File: config.mk
export PLATFORM = sky130hd
export DESIGN_NAME = link_retrain_seq
export DESIGN_NICKNAME = d
export VERILOG_FILES = /design/src/rtl/retrain_pkg.sv /design/src/rtl/link_status_decode.sv /design/src/rtl/poll_timer.sv /design/src/rtl/retrain_fsm.sv /design/src/rtl/link_retrain_seq.sv
export SDC_FILE = /design/constraint.sdc
export NUM_CORES = 1
export LEC_CHECK = 0
export ABC_AREA = 1
export BUFFER_PORTS_ARGS = -buffer_cell sky130_fd_sc_hd__buf_2
export CORE_ASPECT_RATIO = 1.4
export CORE_MARGIN = 4
export CORE_UTILIZATION = 25
export CTS_BUF_LIST = sky130_fd_sc_hd__clkbuf_8
export DETAILED_ROUTE_END_ITERATION = 16
export PLACE_DENSITY = 0.46
export REMOVE_ABC_BUFFERS = 1
export SETUP_SLACK_MARGIN = 0.1
export SYNTH_ARGS = -nofsm -noshare
export SYNTH_HDL_FRONTEND = slang
export SYNTH_SLANG_ARGS = --single-unit
File: constraint.sdc
create_clock -name clk -period 1.7 [get_ports clk]
set_input_delay 0.255 -clock clk [delete_from_list [all_inputs] [get_ports clk]]
set_output_delay 0.255 -clock clk [all_outputs]
set_load 0.01 [all_outputs]
File: src/rtl/retrain_pkg.sv
package retrain_pkg;
  localparam int SPEED_W  = 4;
  localparam int LTSSM_W  = 5;
  localparam logic [SPEED_W-1:0] SPEED_2G5 = 4'd1;
  localparam logic [LTSSM_W-1:0] LTSSM_L0  = 5'h0F;

  typedef enum logic [2:0] {
    ST_SAMPLE,
    ST_CHECK,
    ST_KICK,
    ST_WAIT_TRAIN,
    ST_WAIT_LINK,
    ST_DONE
  } seq_state_t;
endpackage

File: src/rtl/link_status_decode.sv
module link_status_decode
  import retrain_pkg::*;
(
  input  logic               clk,
  input  logic               rst,
  input  logic [LTSSM_W-1:0] ltssm_state,
  input  logic [SPEED_W-1:0] max_speed,
  input  logic [SPEED_W-1:0] cur_speed,
  input  logic               training,
  output logic               link_up_q,
  output logic               fast_cap_q,
  output logic               slow_cur_q,
  output logic               training_q
);
  always_ff @(posedge clk) begin
    if (rst) begin
      link_up_q  <= 1'b0;
      fast_cap_q <= 1'b0;
      slow_cur_q <= 1'b0;
      training_q <= 1'b0;
    end else begin
      link_up_q  <= (ltssm_state == LTSSM_L0);
      fast_cap_q <= (max_speed > SPEED_2G5);
      slow_cur_q <= (cur_speed == SPEED_2G5);
      training_q <= training;
    end
  end
endmodule

File: src/rtl/poll_timer.sv
module poll_timer #(
  parameter int POLL_TICKS = 100
) (
  input  logic clk,
  input  logic rst,
  input  logic restart,
  input  logic tick,
  output logic poll
);
  localparam int CNT_W = (POLL_TICKS > 1) ? $clog2(POLL_TICKS) : 1;
  localparam logic [CNT_W-1:0] LAST = CNT_W'(POLL_TICKS - 1);

  logic [CNT_W-1:0] tick_cnt;

  always_ff @(posedge clk) begin
    if (rst) begin
      tick_cnt <= '0;
      poll     <= 1'b0;
    end else if (restart) begin
      tick_cnt <= '0;
      poll     <= 1'b1;
    end else if (tick) begin
      if (tick_cnt == LAST) begin
        tick_cnt <= '0;
        poll     <= 1'b1;
      end else begin
        tick_cnt <= tick_cnt + 1'b1;
        poll     <= 1'b0;
      end
    end else begin
      poll <= 1'b0;
    end
  end
endmodule

File: src/rtl/retrain_fsm.sv
module retrain_fsm
  import retrain_pkg::*;
#(
  parameter int TRAIN_POLLS = 10000,
  parameter int LINK_POLLS  = 10000
) (
  input  logic clk,
  input  logic rst,
  input  logic link_up,
  input  logic fast_cap,
  input  logic slow_cur,
  input  logic training,
  input  logic poll,
  output logic restart,
  output logic retrain_pulse,
  output logic done,
  output logic retrain_timeout,
  output logic linkup_timeout
);
  localparam int MAXP  = (TRAIN_POLLS > LINK_POLLS) ? TRAIN_POLLS : LINK_POLLS;
  localparam int PCW   = $clog2(MAXP + 1);
  localparam logic [PCW-1:0] TR_LIM = PCW'(TRAIN_POLLS);
  localparam logic [PCW-1:0] LK_LIM = PCW'(LINK_POLLS);

  seq_state_t state, state_n;
  logic [PCW-1:0] poll_cnt;

  always_comb begin
    state_n = state;
    restart = 1'b0;
    case (state)
      ST_SAMPLE: state_n = ST_CHECK;
      ST_CHECK: begin
        if (link_up && fast_cap && slow_cur) state_n = ST_KICK;
        else                                 state_n = ST_DONE;
      end
      ST_KICK: begin
        restart = 1'b1;
        state_n = ST_WAIT_TRAIN;
      end
      ST_WAIT_TRAIN: begin
        if (poll && (!training || poll_cnt == TR_LIM)) begin
          restart = 1'b1;
          state_n = ST_WAIT_LINK;
        end
      end
      ST_WAIT_LINK: begin
        if (poll && (link_up || poll_cnt == LK_LIM)) state_n = ST_DONE;
      end
      ST_DONE: state_n = ST_DONE;
      default: state_n = ST_DONE;
    endcase
  end

  always_ff @(posedge clk) begin
    if (rst) begin
      state           <= ST_SAMPLE;
      poll_cnt        <= '0;
      retrain_pulse   <= 1'b0;
      done            <= 1'b0;
      retrain_timeout <= 1'b0;
      linkup_timeout  <= 1'b0;
    end else begin
      state         <= state_n;
      retrain_pulse <= (state == ST_CHECK) && (state_n == ST_KICK);
      if (state_n == ST_DONE) done <= 1'b1;

      if (state == ST_WAIT_TRAIN && poll && training && poll_cnt == TR_LIM)
        retrain_timeout <= 1'b1;
      if (state == ST_WAIT_LINK && poll && !link_up && poll_cnt == LK_LIM)
        linkup_timeout <= 1'b1;

      if (restart || state_n == ST_DONE) poll_cnt <= '0;
      else if (poll && (state == ST_WAIT_TRAIN || state == ST_WAIT_LINK))
        poll_cnt <= poll_cnt + 1'b1;
    end
  end
endmodule

File: src/rtl/link_retrain_seq.sv
module link_retrain_seq
  import retrain_pkg::*;
#(
  parameter int POLL_TICKS  = 100,
  parameter int TRAIN_POLLS = 10000,
  parameter int LINK_POLLS  = 10000
) (
  input  logic               clk,
  input  logic               rst,
  input  logic               tick,
  input  logic [LTSSM_W-1:0] ltssm_state,
  input  logic [SPEED_W-1:0] max_speed,
  input  logic [SPEED_W-1:0] cur_speed,
  input  logic               training,
  output logic               retrain_pulse,
  output logic               done,
  output logic               retrain_timeout,
  output logic               linkup_timeout
);
  logic link_up_q, fast_cap_q, slow_cur_q, training_q;
  logic restart, poll;

  link_status_decode i_decode (
    .clk        (clk),
    .rst        (rst),
    .ltssm_state(ltssm_state),
    .max_speed  (max_speed),
    .cur_speed  (cur_speed),
    .training   (training),
    .link_up_q  (link_up_q),
    .fast_cap_q (fast_cap_q),
    .slow_cur_q (slow_cur_q),
    .training_q (training_q)
  );

  poll_timer #(.POLL_TICKS(POLL_TICKS)) i_timer (
    .clk    (clk),
    .rst    (rst),
    .restart(restart),
    .tick   (tick),
    .poll   (poll)
  );

  retrain_fsm #(.TRAIN_POLLS(TRAIN_POLLS), .LINK_POLLS(LINK_POLLS)) i_fsm (
    .clk            (clk),
    .rst            (rst),
    .link_up        (link_up_q),
    .fast_cap       (fast_cap_q),
    .slow_cur       (slow_cur_q),
    .training       (training_q),
    .poll           (poll),
    .restart        (restart),
    .retrain_pulse  (retrain_pulse),
    .done           (done),
    .retrain_timeout(retrain_timeout),
    .linkup_timeout (linkup_timeout)
  );
endmodule

### Yosys cells after proc, flatten, opt, wreduce, memory -nomap -nowiden

Cells that the tools add are included.
W data, S select, Z words.

* output and inout bits: 4
* register bits: 33

* reductions and logical operators: 21
* order comparisons: 1
* mux-type cells: 10
* eq/ne operators: 10
* add/sub/neg operators: 2

Operator list (number)
* $pmux W3 S5: 1
* $add A14 B1 Y14 const B: 1
* $eq A14 B14 Y1 const B: 1
* $logic_and A1 B1 Y1: 12
* $eq A3 B2 Y1 const B: 3
* $mux W3: 3
* $add A7 B1 Y7 const B: 1
* $eq A7 B7 Y1 const B: 1
* $mux W7: 1
* $eq A3 B3 Y1 const B: 2
* $eq A5 B4 Y1 const B: 1
* $eq A4 B1 Y1 const B: 1
* $gt A4 B1 Y1 const B: 1
* $logic_or A1 B1 Y1: 4
* $mux W1: 4
* $reduce_or A2 Y1: 2
* $eq A3 B1 Y1 const B: 1
* $logic_not A3 Y1: 1
* $logic_not A1 Y1: 2
* $pmux W1 S2: 1

### Longest topological paths before layout

* word-level depth: 8
* gate-level depth with buffers: 13

### Cells and area by module

Synthesis repeated with hierarchy kept, for this count alone.

* cells, all modules: 240
* area, all modules: 1855.5 um^2

By module, submodules not included
* retrain_fsm: area each 1277.5 um^2, seq. area each 420.4 um^2, instances 1, cells each 163
* poll_timer: area each 434.2 um^2, seq. area each 160.2 um^2, instances 1, cells each 58
* link_status_decode: area each 143.9 um^2, seq. area each 80.1 um^2, instances 1, cells each 19

### Worst setup path after synthesis

No wires, ideal clock.

* kind: reg2reg
* from: register i_fsm.poll_cnt[0]
* to: register i_fsm.poll_cnt[11]
* stages on the path, launching flop included: 13
* required time: 1.638 ns
* data arrival time: 1.430 ns
* path slack: 0.208 ns
* path buffers: 1
* path through: dfxtp_1 > inv_1 > ha_1 > nand3_1 > nor2_1 > nand2_2 > nand2_2 > a21oi_2 > nand2_2 > inv_2 > nand2_4 > buf_6 > nor2_2

* cells in the longest elaborated chain, start to end: 8

RTL lines
* start: declaration: RTL line retrain_fsm.sv:26 `logic [PCW-1:0] poll_cnt;`
* start signal: assignment: RTL line retrain_fsm.sv:75 `poll_cnt <= poll_cnt + 1'b1;`
* $eq A14 B14 Y1: RTL line retrain_fsm.sv:42, retrain_fsm.sv:48
* $logic_or A1 B1 Y1 (on tied branches): RTL line retrain_fsm.sv:48, retrain_fsm.sv:42
* $logic_and A1 B1 Y1 (on tied branches): RTL line retrain_fsm.sv:48, retrain_fsm.sv:42
* $mux W3 (on tied branches): RTL line retrain_fsm.sv:48, retrain_fsm.sv:42
* $pmux W3 S5: RTL line retrain_fsm.sv:31 `case (state)`
* $eq A3 B3 Y1: RTL line retrain_fsm.sv:73 `if (restart || state_n == ST_DONE) poll_cnt <= '0;`
* $logic_or A1 B1 Y1: RTL line retrain_fsm.sv:73
* $reduce_or A2 Y1 (no source line)

Parallel ways exist; a longest one is shown, timed or not.
A chain may end at the register's enable or synchronous reset.

### Worst setup path after layout

* from: register i_fsm.poll_cnt[1]
* to: register i_fsm.poll_cnt[2]

The elaborated chain is that of the path after synthesis.

==> impl_summary.log <==
[metrics] run status: finished, final reports clean
[metrics] most prevalent standard cell on the critical path: nand2_2
[metrics] final clock period utilization by the worst path: 90.6%
[metrics] vias in the first global route: 1357
[metrics] signal arrival time at the worst endpoint: 1.76 ns
[metrics] CTS tree: yes
[metrics] Critical R2R Capture: i_fsm.poll_cnt[2]$_SDFFE_PP0P_
[metrics] crit-path cells: inv_2, ha_4, nand3_2, nor2_2, nand2_2, nand2_4, nand2_2, nand2_2, nand2_2, nand2_4, nand2_8, nor2_4
[metrics] Boundary Pins: 21
[metrics] registers with the most flip-flops: i_fsm.poll_cnt (14), i_timer.tick_cnt (7), i_fsm.state (3)
[metrics] number of violations reported at the end of detailed-routing iteration 0: 44
[metrics] number of flip-flops in the largest register: 14
[metrics] Netlist cell types: 27
[metrics] total routed wirelength: 3.62 mm
[metrics] final setup fails: 0
[metrics] estimated wirelength of the detail-placed design: 2.59 mm
[metrics] worst IR drop on VDD: 453 uV
[metrics] max-cap check violation count: 0
[metrics] pre-CTS setup slack: 0.0651 ns
[metrics] antenna diode instance count: 0
[metrics] worst r2r src: i_fsm.poll_cnt[1]$_SDFFE_PP0P_
[metrics] vias per inst: 4.42
[metrics] Worst Min Path Start: ltssm_state[4]
[metrics] Worst EP required: 1.92 ns
[metrics] Core Area: 6300 sq um
[metrics] most common cell after layout, fill and taps aside: inv_1
[metrics] headroom to the max-slew limit: 73.9%
[metrics] slew at the pin with the worst max-slew slack: 0.388 ns
[metrics] Fmax: 649 MHz
[metrics] biggest area contributors in the synthesized netlist: dfxtp_1 (40%), inv_1 (7.1%), nand2_1 (6.7%)
[metrics] RD Place Congestion: 0.765
[metrics] family with the most delay on the worst path: simple AND/OR/NAND/NOR gates
[metrics] maximum buffer depth of the clock tree: 2
[metrics] cell at the slowest stage of the critical path: dfxtp_2
[metrics] Max FO, Critical Path: 7
[metrics] Worst Reg2Reg Path Length in Cells: 12
[metrics] Period minus WS final: 1.54 ns
[metrics] portion of synthesized cell area occupied by the leading cell type: 40.5%
[metrics] Die ar.: 7900 sq um
[metrics] clock buffer count from CTS: 5
[metrics] number of buffers and inverters on the critical path: 1
[metrics] Port-buffer cells: 19
[metrics] crit end category: flop
[metrics] leakage power total: 0.790 nW
[metrics] worst skew pair latency: 0.29 ns
[metrics] hold path endpoint: i_decode.link_up_q$_SDFF_PP0_
[metrics] PnR worst setup slack: 0.159 ns
[metrics] count of yosys warnings during synthesis: 0
[metrics] antenna-violating nets left: 0
[metrics] first-pass iteration count of the detailed router: 4
[metrics] startpoint type of the worst setup path: flop
[metrics] share of the yosys chip area belonging to registers: 40.5%
[metrics] largest register by flop count: i_fsm.poll_cnt
[metrics] wire length of the first global-routing pass: 6.07 mm
[metrics] share of layout cells above drive strength 1: 32.3%
[metrics] root cell of the clock tree: clkbuf_8
[metrics] Post-route DRC: 0
[metrics] mean routed wirelength per cell: 11.1 microns
[metrics] gr usage total: 9.58%
[metrics] total power after layout: 1.76 mW
[metrics] cell type contributing the most total cell area after synthesis: dfxtp_1
[metrics] overall overflow remaining after global route: 0
[metrics] filler cell count in the final layout: 692
[metrics] depth of the worst hold-timing path: 2
[metrics] layout overhead on the synthesized area: 28.8%
[metrics] Chip Width: 76.3 microns
[metrics] initial antenna violation count: 0
[metrics] count of mapped cells out of synthesis: 221
[metrics] CTS H-Tree Depth: 2
[metrics] Hold Path Class: in -> reg
[metrics] number of nets in the final layout: 273
[metrics] synthesis-stage register bit count: 33
[metrics] setup repair after global routing missed its margin: true
[metrics] area of the mapped netlist: 1630 sq um
[metrics] Slowest Stage Delay on Critical Path: 0.34 ns
[metrics] hold violation count in the final report: 0
[metrics] Die Ht: 104 microns
[metrics] total negative setup slack: 0 ns
[metrics] number of rows created at floorplan: 34
[metrics] internal reg-to-reg setup slack: 0.16 ns
[metrics] number of max-slew violations in the final report: 0
[metrics] clock sink total: 33
[metrics] largest net degree at the start of global routing: 11
[metrics] Worst Path Class, Setup: reg -> reg
[metrics] overall via count from detail_route: 1440
[metrics] leading cell types in the layout, fill and taps excluded: inv_1 (30), dfxtp_1 (29), nand2_1 (25)
[metrics] Mapped Avg Cell Area: 7.38 sq um
[metrics] initial core utilization: 25.9%
[metrics] power density cells: 838 nW/um^2
[metrics] Clk pin slew, worst setup/hold paths: 0.08 ns
[metrics] post-route clock skew: 0.0136 ns
worst max-delay path by stage:
stage | from | to | slack, ns | cells after the start
global placement | i_fsm.poll_cnt[1]$_SDFFE_PP0P_ | i_fsm.poll_cnt[1]$_SDFFE_PP0P_ | 0.07 | 12
finish | i_fsm.poll_cnt[1]$_SDFFE_PP0P_ | i_fsm.poll_cnt[2]$_SDFFE_PP0P_ | 0.16 | 12
floorplan | i_fsm.poll_cnt[0]$_SDFFE_PP0P_ | i_fsm.poll_cnt[1]$_SDFFE_PP0P_ | 0.26 | 11
global route | i_fsm.poll_cnt[1]$_SDFFE_PP0P_ | i_fsm.poll_cnt[2]$_SDFFE_PP0P_ | 0.08 | 11
detailed placement | i_fsm.poll_cnt[1]$_SDFFE_PP0P_ | i_fsm.poll_cnt[3]$_SDFFE_PP0P_ | 0.07 | 12
CTS | i_fsm.state[2]$_SDFF_PP0_ | i_fsm.poll_cnt[8]$_SDFFE_PP0P_ | 0.11 | 8
cell type report:
class	count	area (sq um)	area share [%]
Inverter	35	134	6.37
Clock inverter	2	33.8	1.61
Sequential cell	33	666	31.7
Clock buffer	6	82.6	3.93
Tap cell	72	90.1	4.29
Multi-Input combinational cell	151	941	44.8
Timing Repair Buffer	27	155	7.38
layer usage:
layer | routed length [microns] | part of all wire, % | global-route usage [%] | vias up
li1 | - | - | - | 754
met1 | 1470 | 41 | 9.81 | 659
met2 | 1960 | 54 | 17.9 | 22
met3 | 125 | 3.5 | 2.52 | 5
met4 | 63 | 1.7 | 4.40 | 0
met5 | 0 | 0 | 0 | -
through the flow:
step                utilization (%)  instances  instance area, sq um  hold WS, ns
floorplan                         -        218                  1610        0.324
CTS                            31.7        324                  2000        0.109
global placement               29.0        313                  1820        0.422
detailed placement             29.0        313                  1820        0.420
global route                   33.4        326                  2100        0.113
finish                         33.4        326                  2100        0.124
power by group:
group          internal, mW  switching [mW]
logic                0.0618           0.124
registers             0.794          0.0143
clock network         0.472           0.296
total                  1.33           0.434
synth_stat cells, drive strengths merged:
library cell	instances
clkbuf	1
a31oi	1
dfxtp	33
ha	3
nand2	38
nor3b	1
o21ai	6
and2	1
nor4	3
o21a	2
xnor2	4
nor2	41
buf	2
nand4	3
inv	35
nand3	12
nor3	13
a21oi	10
xor2	11
nand3b	1
what timing repair did:
action / in CTS / in global routing
pin swaps: 5 / 7
hold buffers: 0 / 0
endpoints found under the setup margin: 14 / 20
cloned: 1 / 0
hold endpoints to repair: 0 / 0
gates resized for setup: 6 / 27
buffers inserted: 2 / 2
kinds of logic (layout without fill, tap and decap cells):
logic type | after synthesis | after routing | share of synthesized area [%]
AO/OA/AOI/OAI | 19 | 19 | 6.44
AND/OR/NAND/NOR | 113 | 114 | 33.3
XOR/XNOR | 15 | 15 | 8.05
flip-flops | 33 | 33 | 40.5
adder cells (fa/ha/maj) | 3 | 3 | 2.30
buffers and inverters | 38 | 70 | 9.43
(Power assumes the default switching activity.)
